--- src/rtl/pdg_pkg.sv ---
package pdg_pkg;

    // Write target codes; tone codes precede duty codes.
    typedef enum logic [1:0] {
        SEL_TONE0 = 2'd0,
        SEL_TONE1 = 2'd1,
        SEL_DUTY0 = 2'd2,
        SEL_DUTY1 = 2'd3
    } wsel_e;

    localparam int TONE_W_DEF = 16;
    localparam int DUTY_W_DEF = 8;
    localparam int N_TONE_DEF = 2;
    localparam int N_DUTY_DEF = 2;

    // Split-width add: low half carry feeds the high half.
    function automatic logic [TONE_W_DEF-1:0] split_add16(
        input logic [TONE_W_DEF-1:0] a,
        input logic [TONE_W_DEF-1:0] b
    );
        logic [TONE_W_DEF/2:0]   lo;
        logic [TONE_W_DEF/2-1:0] hi;
        lo = {1'b0, a[TONE_W_DEF/2-1:0]} + {1'b0, b[TONE_W_DEF/2-1:0]};
        hi = a[TONE_W_DEF-1:TONE_W_DEF/2] + b[TONE_W_DEF-1:TONE_W_DEF/2]
             + {{(TONE_W_DEF/2-1){1'b0}}, lo[TONE_W_DEF/2]};
        return {hi, lo[TONE_W_DEF/2-1:0]};
    endfunction

endpackage

--- src/rtl/pdg_cfg.sv ---
module pdg_cfg #(
    parameter int TONE_W = 16,
    parameter int DUTY_W = 8,
    parameter int N_TONE = 2,
    parameter int N_DUTY = 2,
    localparam int SEL_W = $clog2(N_TONE + N_DUTY)
) (
    input  logic                           clk,
    input  logic                           rst,
    input  logic                           wr_en,
    input  logic [SEL_W-1:0]               wr_sel,
    input  logic [TONE_W-1:0]              wr_data,
    output logic [N_TONE-1:0][TONE_W-1:0]  inc,
    output logic [N_DUTY-1:0][DUTY_W-1:0]  duty
);
    localparam logic [TONE_W-1:0] INC_RST = TONE_W'(1);

    for (genvar k = 0; k < N_TONE; k++) begin : g_inc
        always_ff @(posedge clk) begin
            if (rst) begin
                inc[k] <= INC_RST;
            end else if (wr_en && wr_sel == SEL_W'(k)) begin
                inc[k] <= wr_data;
            end
        end
    end

    for (genvar k = 0; k < N_DUTY; k++) begin : g_duty
        always_ff @(posedge clk) begin
            if (rst) begin
                duty[k] <= '0;
            end else if (wr_en && wr_sel == SEL_W'(N_TONE + k)) begin
                duty[k] <= wr_data[DUTY_W-1:0];
            end
        end
    end

    AST_CFG_HOLD: assert property (@(posedge clk) disable iff (rst)
        !wr_en |=> ($stable(inc) && $stable(duty))) else $error("cfg changed without write");

endmodule

--- src/rtl/pdg_tone_ch.sv ---
module pdg_tone_ch
    import pdg_pkg::*;
#(
    parameter int W = 16
) (
    input  logic         clk,
    input  logic         rst,
    input  logic         tick,
    input  logic [W-1:0] inc,
    output logic         sq_out
);
    logic [W-1:0] acc;
    logic [W-1:0] acc_nx;

    // Byte-split add when the width matches the package helper.
    if (W == TONE_W_DEF) begin : g_split
        always_comb acc_nx = split_add16(acc, inc);
    end else begin : g_plain
        always_comb acc_nx = acc + inc;
    end

    always_ff @(posedge clk) begin
        if (rst) begin
            acc    <= '0;
            sq_out <= 1'b0;
        end else if (tick) begin
            acc    <= acc_nx;
            sq_out <= acc_nx[W-1];
        end
    end

    AST_TONE_IDLE: assert property (@(posedge clk) disable iff (rst)
        !tick |=> ($stable(acc) && $stable(sq_out))) else $error("tone moved without tick");
    AST_TONE_MSB: assert property (@(posedge clk) disable iff (rst)
        tick |=> (sq_out == acc[W-1])) else $error("tone pin not accumulator msb");

endmodule

--- src/rtl/pdg_dens_ch.sv ---
module pdg_dens_ch #(
    parameter int W = 8
) (
    input  logic         clk,
    input  logic         rst,
    input  logic         tick,
    input  logic [W-1:0] duty,
    output logic         pd_out
);
    logic [W-1:0] acc;
    logic [W:0]   sum;

    always_comb sum = {1'b0, acc} + {1'b0, duty};

    always_ff @(posedge clk) begin
        if (rst) begin
            acc    <= '0;
            pd_out <= 1'b0;
        end else if (tick) begin
            acc    <= sum[W-1:0];
            pd_out <= sum[W];
        end
    end

    AST_DUTY_ZERO: assert property (@(posedge clk) disable iff (rst)
        (tick && duty == '0) |=> !pd_out) else $error("duty 0 produced high tick");
    AST_DUTY_FULL: assert property (@(posedge clk) disable iff (rst)
        (tick && duty == '1 && acc != '0) |=> pd_out) else $error("full duty missed carry");
    AST_DUTY_IDLE: assert property (@(posedge clk) disable iff (rst)
        !tick |=> ($stable(acc) && $stable(pd_out))) else $error("density moved without tick");

endmodule

--- src/rtl/pdg_top.sv ---
module pdg_top
    import pdg_pkg::*;
#(
    parameter int TONE_W = TONE_W_DEF,
    parameter int DUTY_W = DUTY_W_DEF,
    parameter int N_TONE = N_TONE_DEF,
    parameter int N_DUTY = N_DUTY_DEF,
    localparam int SEL_W = $clog2(N_TONE + N_DUTY)
) (
    input  logic              clk,
    input  logic              rst,
    input  logic              tick,
    input  logic              wr_en,
    input  logic [SEL_W-1:0]  wr_sel,
    input  logic [TONE_W-1:0] wr_data,
    output logic [N_TONE-1:0] tone_out,
    output logic [N_DUTY-1:0] dens_out
);
    logic [N_TONE-1:0][TONE_W-1:0] inc;
    logic [N_DUTY-1:0][DUTY_W-1:0] duty;

    pdg_cfg #(
        .TONE_W (TONE_W),
        .DUTY_W (DUTY_W),
        .N_TONE (N_TONE),
        .N_DUTY (N_DUTY)
    ) u_cfg (
        .clk     (clk),
        .rst     (rst),
        .wr_en   (wr_en),
        .wr_sel  (wr_sel),
        .wr_data (wr_data),
        .inc     (inc),
        .duty    (duty)
    );

    for (genvar i = 0; i < N_TONE; i++) begin : g_tone
        pdg_tone_ch #(.W(TONE_W)) u_tone (
            .clk    (clk),
            .rst    (rst),
            .tick   (tick),
            .inc    (inc[i]),
            .sq_out (tone_out[i])
        );
    end

    for (genvar i = 0; i < N_DUTY; i++) begin : g_dens
        pdg_dens_ch #(.W(DUTY_W)) u_dens (
            .clk    (clk),
            .rst    (rst),
            .tick   (tick),
            .duty   (duty[i]),
            .pd_out (dens_out[i])
        );
    end

endmodule

--- config.mk ---
export PLATFORM = sky130hd
export DESIGN_NAME = pdg_top
export DESIGN_NICKNAME = d
export VERILOG_FILES = /design/src/rtl/pdg_pkg.sv /design/src/rtl/pdg_cfg.sv /design/src/rtl/pdg_tone_ch.sv /design/src/rtl/pdg_dens_ch.sv /design/src/rtl/pdg_top.sv
export SDC_FILE = /design/constraint.sdc
export NUM_CORES = 1
export LEC_CHECK = 0
export BUFFER_PORTS_ARGS = -buffer_cell sky130_fd_sc_hd__buf_4
export CAP_MARGIN = 5
export CORE_MARGIN = 3
export CORE_UTILIZATION = 28
export DETAILED_ROUTE_END_ITERATION = 12
export PLACE_DENSITY = 0.41
export SLEW_MARGIN = 30
export SYNTH_ARGS = -nofsm -noshare
export SYNTH_HDL_FRONTEND = slang
export SYNTH_SLANG_ARGS = --single-unit
--- constraint.sdc ---
create_clock -name clk -period 6.26 [get_ports clk]
set_clock_uncertainty 0.1 [all_clocks]
set_input_delay 1.252 -clock clk [delete_from_list [all_inputs] [get_ports clk]]
set_output_delay 1.252 -clock clk [all_outputs]
set_load 0.02 [all_outputs]
## Yosys cells after proc, flatten, opt, wreduce, memory -nomap -nowiden

Index checks and enable logic that the tools add are counted.

- Add/subtract/negate cells: 8
- Equality and inequality tests: 3
- Reduce and logical (&&, ||, !) cells: 5

Operator list:

| cell | number |
|---|---|
| adder 8 x 8 -> 9 bit | 4 |
| adder 8 x 1 -> 8 bit | 2 |
| adder 8 bit | 2 |
| == test 2 bit, second input constant | 2 |
| logical AND 1 bit | 4 |
| == test 2 x 1 -> 1 bit, second input constant | 1 |
| logical NOT 2 bit | 1 |

- Flip-flop bits (word level): 100
- Input bits: 22
- Output and inout port bits: 4
- Logic and storage cells: 28

## Depth between registers and ports, before layout

- Word-level depth: 2
- Mapped depth: 14
- Mapped depth without buffers: 14

## Cells and area by module

From an unflattened synthesis, not the netlist that was laid out.

- Cells, all modules: 593
- Area, all modules: 5706.7 sq um

By module, submodules not included:

| module | instances | cells each | area each (sq um) | sequential area each (sq um) |
|---|---|---|---|---|
| pdg_tone_ch | 2 | 138 | 1221.2 | 320.3 |
| pdg_cfg | 1 | 179 | 1953.1 | 960.9 |
| pdg_dens_ch | 2 | 69 | 655.6 | 180.2 |

## Worst setup path after synthesis

OpenSTA, ideal clock, no wires.

- Kind: register to register
- From: reg g_tone[0].u_tone.acc[0]
- To: reg g_tone[0].u_tone.acc[14]
- Setup time: 0.058 ns
- Arrival: 3.270 ns
- Data required time: 6.102 ns
- Setup slack: 2.832 ns
- Stages on the path, launching flop included: 15
- Path buffers: 0
- Period minus slack after synthesis: 3.428 ns
- Cells stage by stage: dfxtp_1 -> ha_1 -> fa_1 -> a21o_1 -> a21oi_1 -> o21ai_0 -> o211ai_1 -> nand2_1 -> fa_1 -> fa_1 -> a21o_1 -> a21oi_1 -> o21ai_0 -> nor4_1 -> a211o_1

- Longest elaborated chain between the ends: 2

Ends and longest elaborated chain:

| what | RTL line | source |
|---|---|---|
| start: declaration | pdg_tone_ch.sv:12 | `logic [W-1:0] acc;` |
| start signal: assignment | pdg_tone_ch.sv:27 | `acc <= acc_nx;` |
| adder 8 x 8 -> 9 bit | pdg_pkg.sv:23 | `lo = {1'b0, a[TONE_W_DEF/2-1:0]} + {1'b0, b[TONE_W_DEF/2-1:0]};` |
| adder 8 x 1 -> 8 bit | pdg_pkg.sv:25 | `+ {{(TONE_W_DEF/2-1){1'b0}}, lo[TONE_W_DEF/2]};` |

Every way passes these cells.
A chain may end at the register's enable or synchronous reset.

## Final worst setup path

Same ends and word-level chain as after synthesis.

==> impl_results.md <==
- Status: completed
- RSZ-0062 raised after global routing: false
- CTS buffer count: 9
- Clock root cell: clkbuf_16
- Worst-Skew Late Latency: 350 ps
- Leakage: 0.00250 µW
- # IOs: 26
- Maximum vdd drop: 0.000121 V
- Placer congestion estimate: 0.760
- ANT cells: 0
- Syn nets: 722
- DIE WIDTH: 145 µm
- Routed via count: 4,403
- Worst-path clk slew: 60 ps
- Worst Path Required: 6450 ps
- Starting density of the core: 0.288
- Final Hold Fails: 0
- R2R depth: 14
- Cells after synthesis: 648
- Reg2reg setup slack: 2450 ps
- Hold Buf Count CTS: 0
- Crit start category: flop
- Top area cells in the synthesized netlist: dfxtp_1 (36%), ha_1 (10%), nand2_1 (7.3%)
- Share of cells above drive strength 1: 0.0752
- Final WL: 13,300 µm
- Area Growth Syn to Fin: 11.4%
- Congestion Overflow GR: 0
- Post-CTS setup buffer count: 0
- Port-buffer cells: 25
- Met3 Use GR: 0.0166
- Post-cts resize count: 0
- EDFF count, synth: 0
- Element type at the critical path end: flop
- Worst Tran Pin Value: 728 ps
- FFs w/ async S/R, synth: 0
- Antenna Nets Post-Route: 0
- Register area share after synthesis: 0.361
- Post-synthesis cell type count: 55
- Critical Path Fanout Max: 3
- Synth Cell Area: 5430 µm²
- Average cell area after synthesis: 8.38 µm²
- Number of DRC violations after detailed-routing iteration 0: 184
- Worst setup margin: 2450 ps
- Nets: 724
- MaxCap Viol Count: 0
- Top cell type by total area after synthesis: dfxtp_1
- Vias per cell: 4.83
- Total GRT Usage: 0.129
- Post-Place Worst Slack: 2520 ps
- Worst Setup Path Type: reg -> reg
- Row count: 50
- Layout Utilization: 0.320
- Vias in the first global route: 4,309
- Final setup violation count: 0
- # DRC: 0
- Hold/Removal Path Class: reg -> reg
- Pwr dens: 217 nW/µm²
- Worst setup endpoint: g_tone[0].u_tone.acc[14]
- Register bit count reported by yosys: 98
- Die Ht: 145 µm
- Reg2reg start: g_tone[0].u_tone.acc[0]
- Largest net degree at the start of global routing: 63
- CTS H-tree depth: 3
- Final Slew Violations: 0
- Reg2reg end: g_tone[0].u_tone.acc[14]
- CTS tree: built
- Die ar.: 21,100 µm²
- Global-route wire length before repair: 22,100 µm
- Total negative setup slack: 0 ps
- Share of the synthesized area in the top cell type: 0.361
- Sink Count: 98
- Crit. Startpoint: g_tone[0].u_tone.acc[0]
- DP Wirelength: 9010 µm
- Slew HR: 0.515
- Initial antenna violation count: 0
- Fill count: 2,044
- Ys flop type: dfxtp_1
- Fin crit share: 0.609
- DRT Pass-1 Iters: 4
- GRT busiest layer: met2
- Maximum achievable frequency: 0.262 GHz
- Post-Layout Cell Count: 912
- Fin crit period: 3810 ps
- Avg WL per Cell: 14.6 µm
- Grt met2 use: 0.214
- Core box area: 18,900 µm²
- Synth warn: 0
- CTS Buffer Depth: 2
- Met1 global-route usage: 0.170
- Placed Cells: 899
- WP data arrival: 4000 ps
==> power by group <==
part | switching, µW | internal (µW) | total [µW]
Clock | 231 | 263 | 494
Combinational | 92.7 | 61.6 | 154
Sequential | 15.4 | 648 | 663
Total | 339 | 972 | 1310
==> stage by stage <==
step / power [µW] / area, µm² / hold slack [ps]
floorplan: 784 / 5430 / 336
global placement: 831 / 5810 / 345
detailed placement: 834 / 5810 / 355
CTS: 1340 / 6050 / 364
global route: 1380 / 6050 / 389
finish: 1310 / 6050 / 360
==> routing by layer <==
| metal | up-vias | share of wire | wire length [µm] |
|---|---|---|---|
| met5 | - | 0 | 0 |
| met4 | 0 | 0.018 | 236 |
| met3 | 15 | 0.019 | 253 |
| met2 | 35 | 0.46 | 6150 |
| met1 | 2049 | 0.50 | 6680 |
| li1 | 2304 | - | - |
==> placed cells by master, fill, tap and decap left out, drive strengths merged, types with 15 or more instances in the layout <==
master,Yosys,routed
a21oi,49,49
buf,24,29
dfxtp,98,98
ha,44,44
inv,15,15
mux2i,29,29
nand2,105,105
nor2,62,62
nor2b,16,16
nor3,29,29
o21ai,27,27
==> area by class of cell <==
cell class	count	area [µm²]	area share
multi-input combinational	497	3250	0.537
clock inverter	1	5.00	0.000827
inverter	15	56.3	0.00930
timing repair buffer	29	218	0.0360
clock buffer	12	236	0.0391
tap	260	325	0.0537
sequential	98	1960	0.324
==> worst min path at each step <==
stage	startpoint	endpoint	slack (ps)	cells after the start
after floorplan	u_cfg.inc[24]	u_cfg.inc[24]	340	2
after global placement	u_cfg.inc[24]	u_cfg.inc[24]	340	2
after detailed placement	u_cfg.inc[24]	u_cfg.inc[24]	350	2
after CTS	u_cfg.inc[24]	u_cfg.inc[24]	360	2
after global routing	u_cfg.inc[13]	u_cfg.inc[13]	390	2
final	u_cfg.inc[24]	u_cfg.inc[24]	360	2
==> synthesized netlist by cell type, drive strengths merged, types with 10 or more instances <==
master / count
nand2: 105
mux2i: 29
a211oi: 10
nor3: 29
inv: 15
o21ai: 27
dfxtp: 98
clkbuf: 14
nand3: 12
nor2: 62
a21oi: 49
nor2b: 16
ha: 44
buf: 24
==> worst max-delay path, cell delays in order (launching register included) <==
cell	delay (ps)
dfxtp_1	310
ha_1	230
fa_1	410
a21o_1	180
a21oi_1	230
o21ai_0	200
o211ai_1	200
nand2_1	90
fa_1	430
fa_1	430
a21o_1	180
a21oi_1	220
o21ai_0	160
nor4_1	260
a211o_1	130
==> sequential cells by signal, indices dropped and copies added, names as in the netlist <==
name                  flops
g_dens.u_dens.acc        16
g_dens.u_dens.pd_out      2
g_tone.u_tone.acc        32
u_cfg.duty               16
u_cfg.inc                32
==> cell families after synthesis <==
kind of cell,Yosys count,share of synthesized area
mux,32,0.0596
flops,98,0.361
buf+inv,53,0.0417
compound gates,139,0.163
fa+ha+maj,52,0.131
xor+xnor,7,0.0113
simple gates,267,0.232
Note: power is estimated with default switching activity, not from simulation.
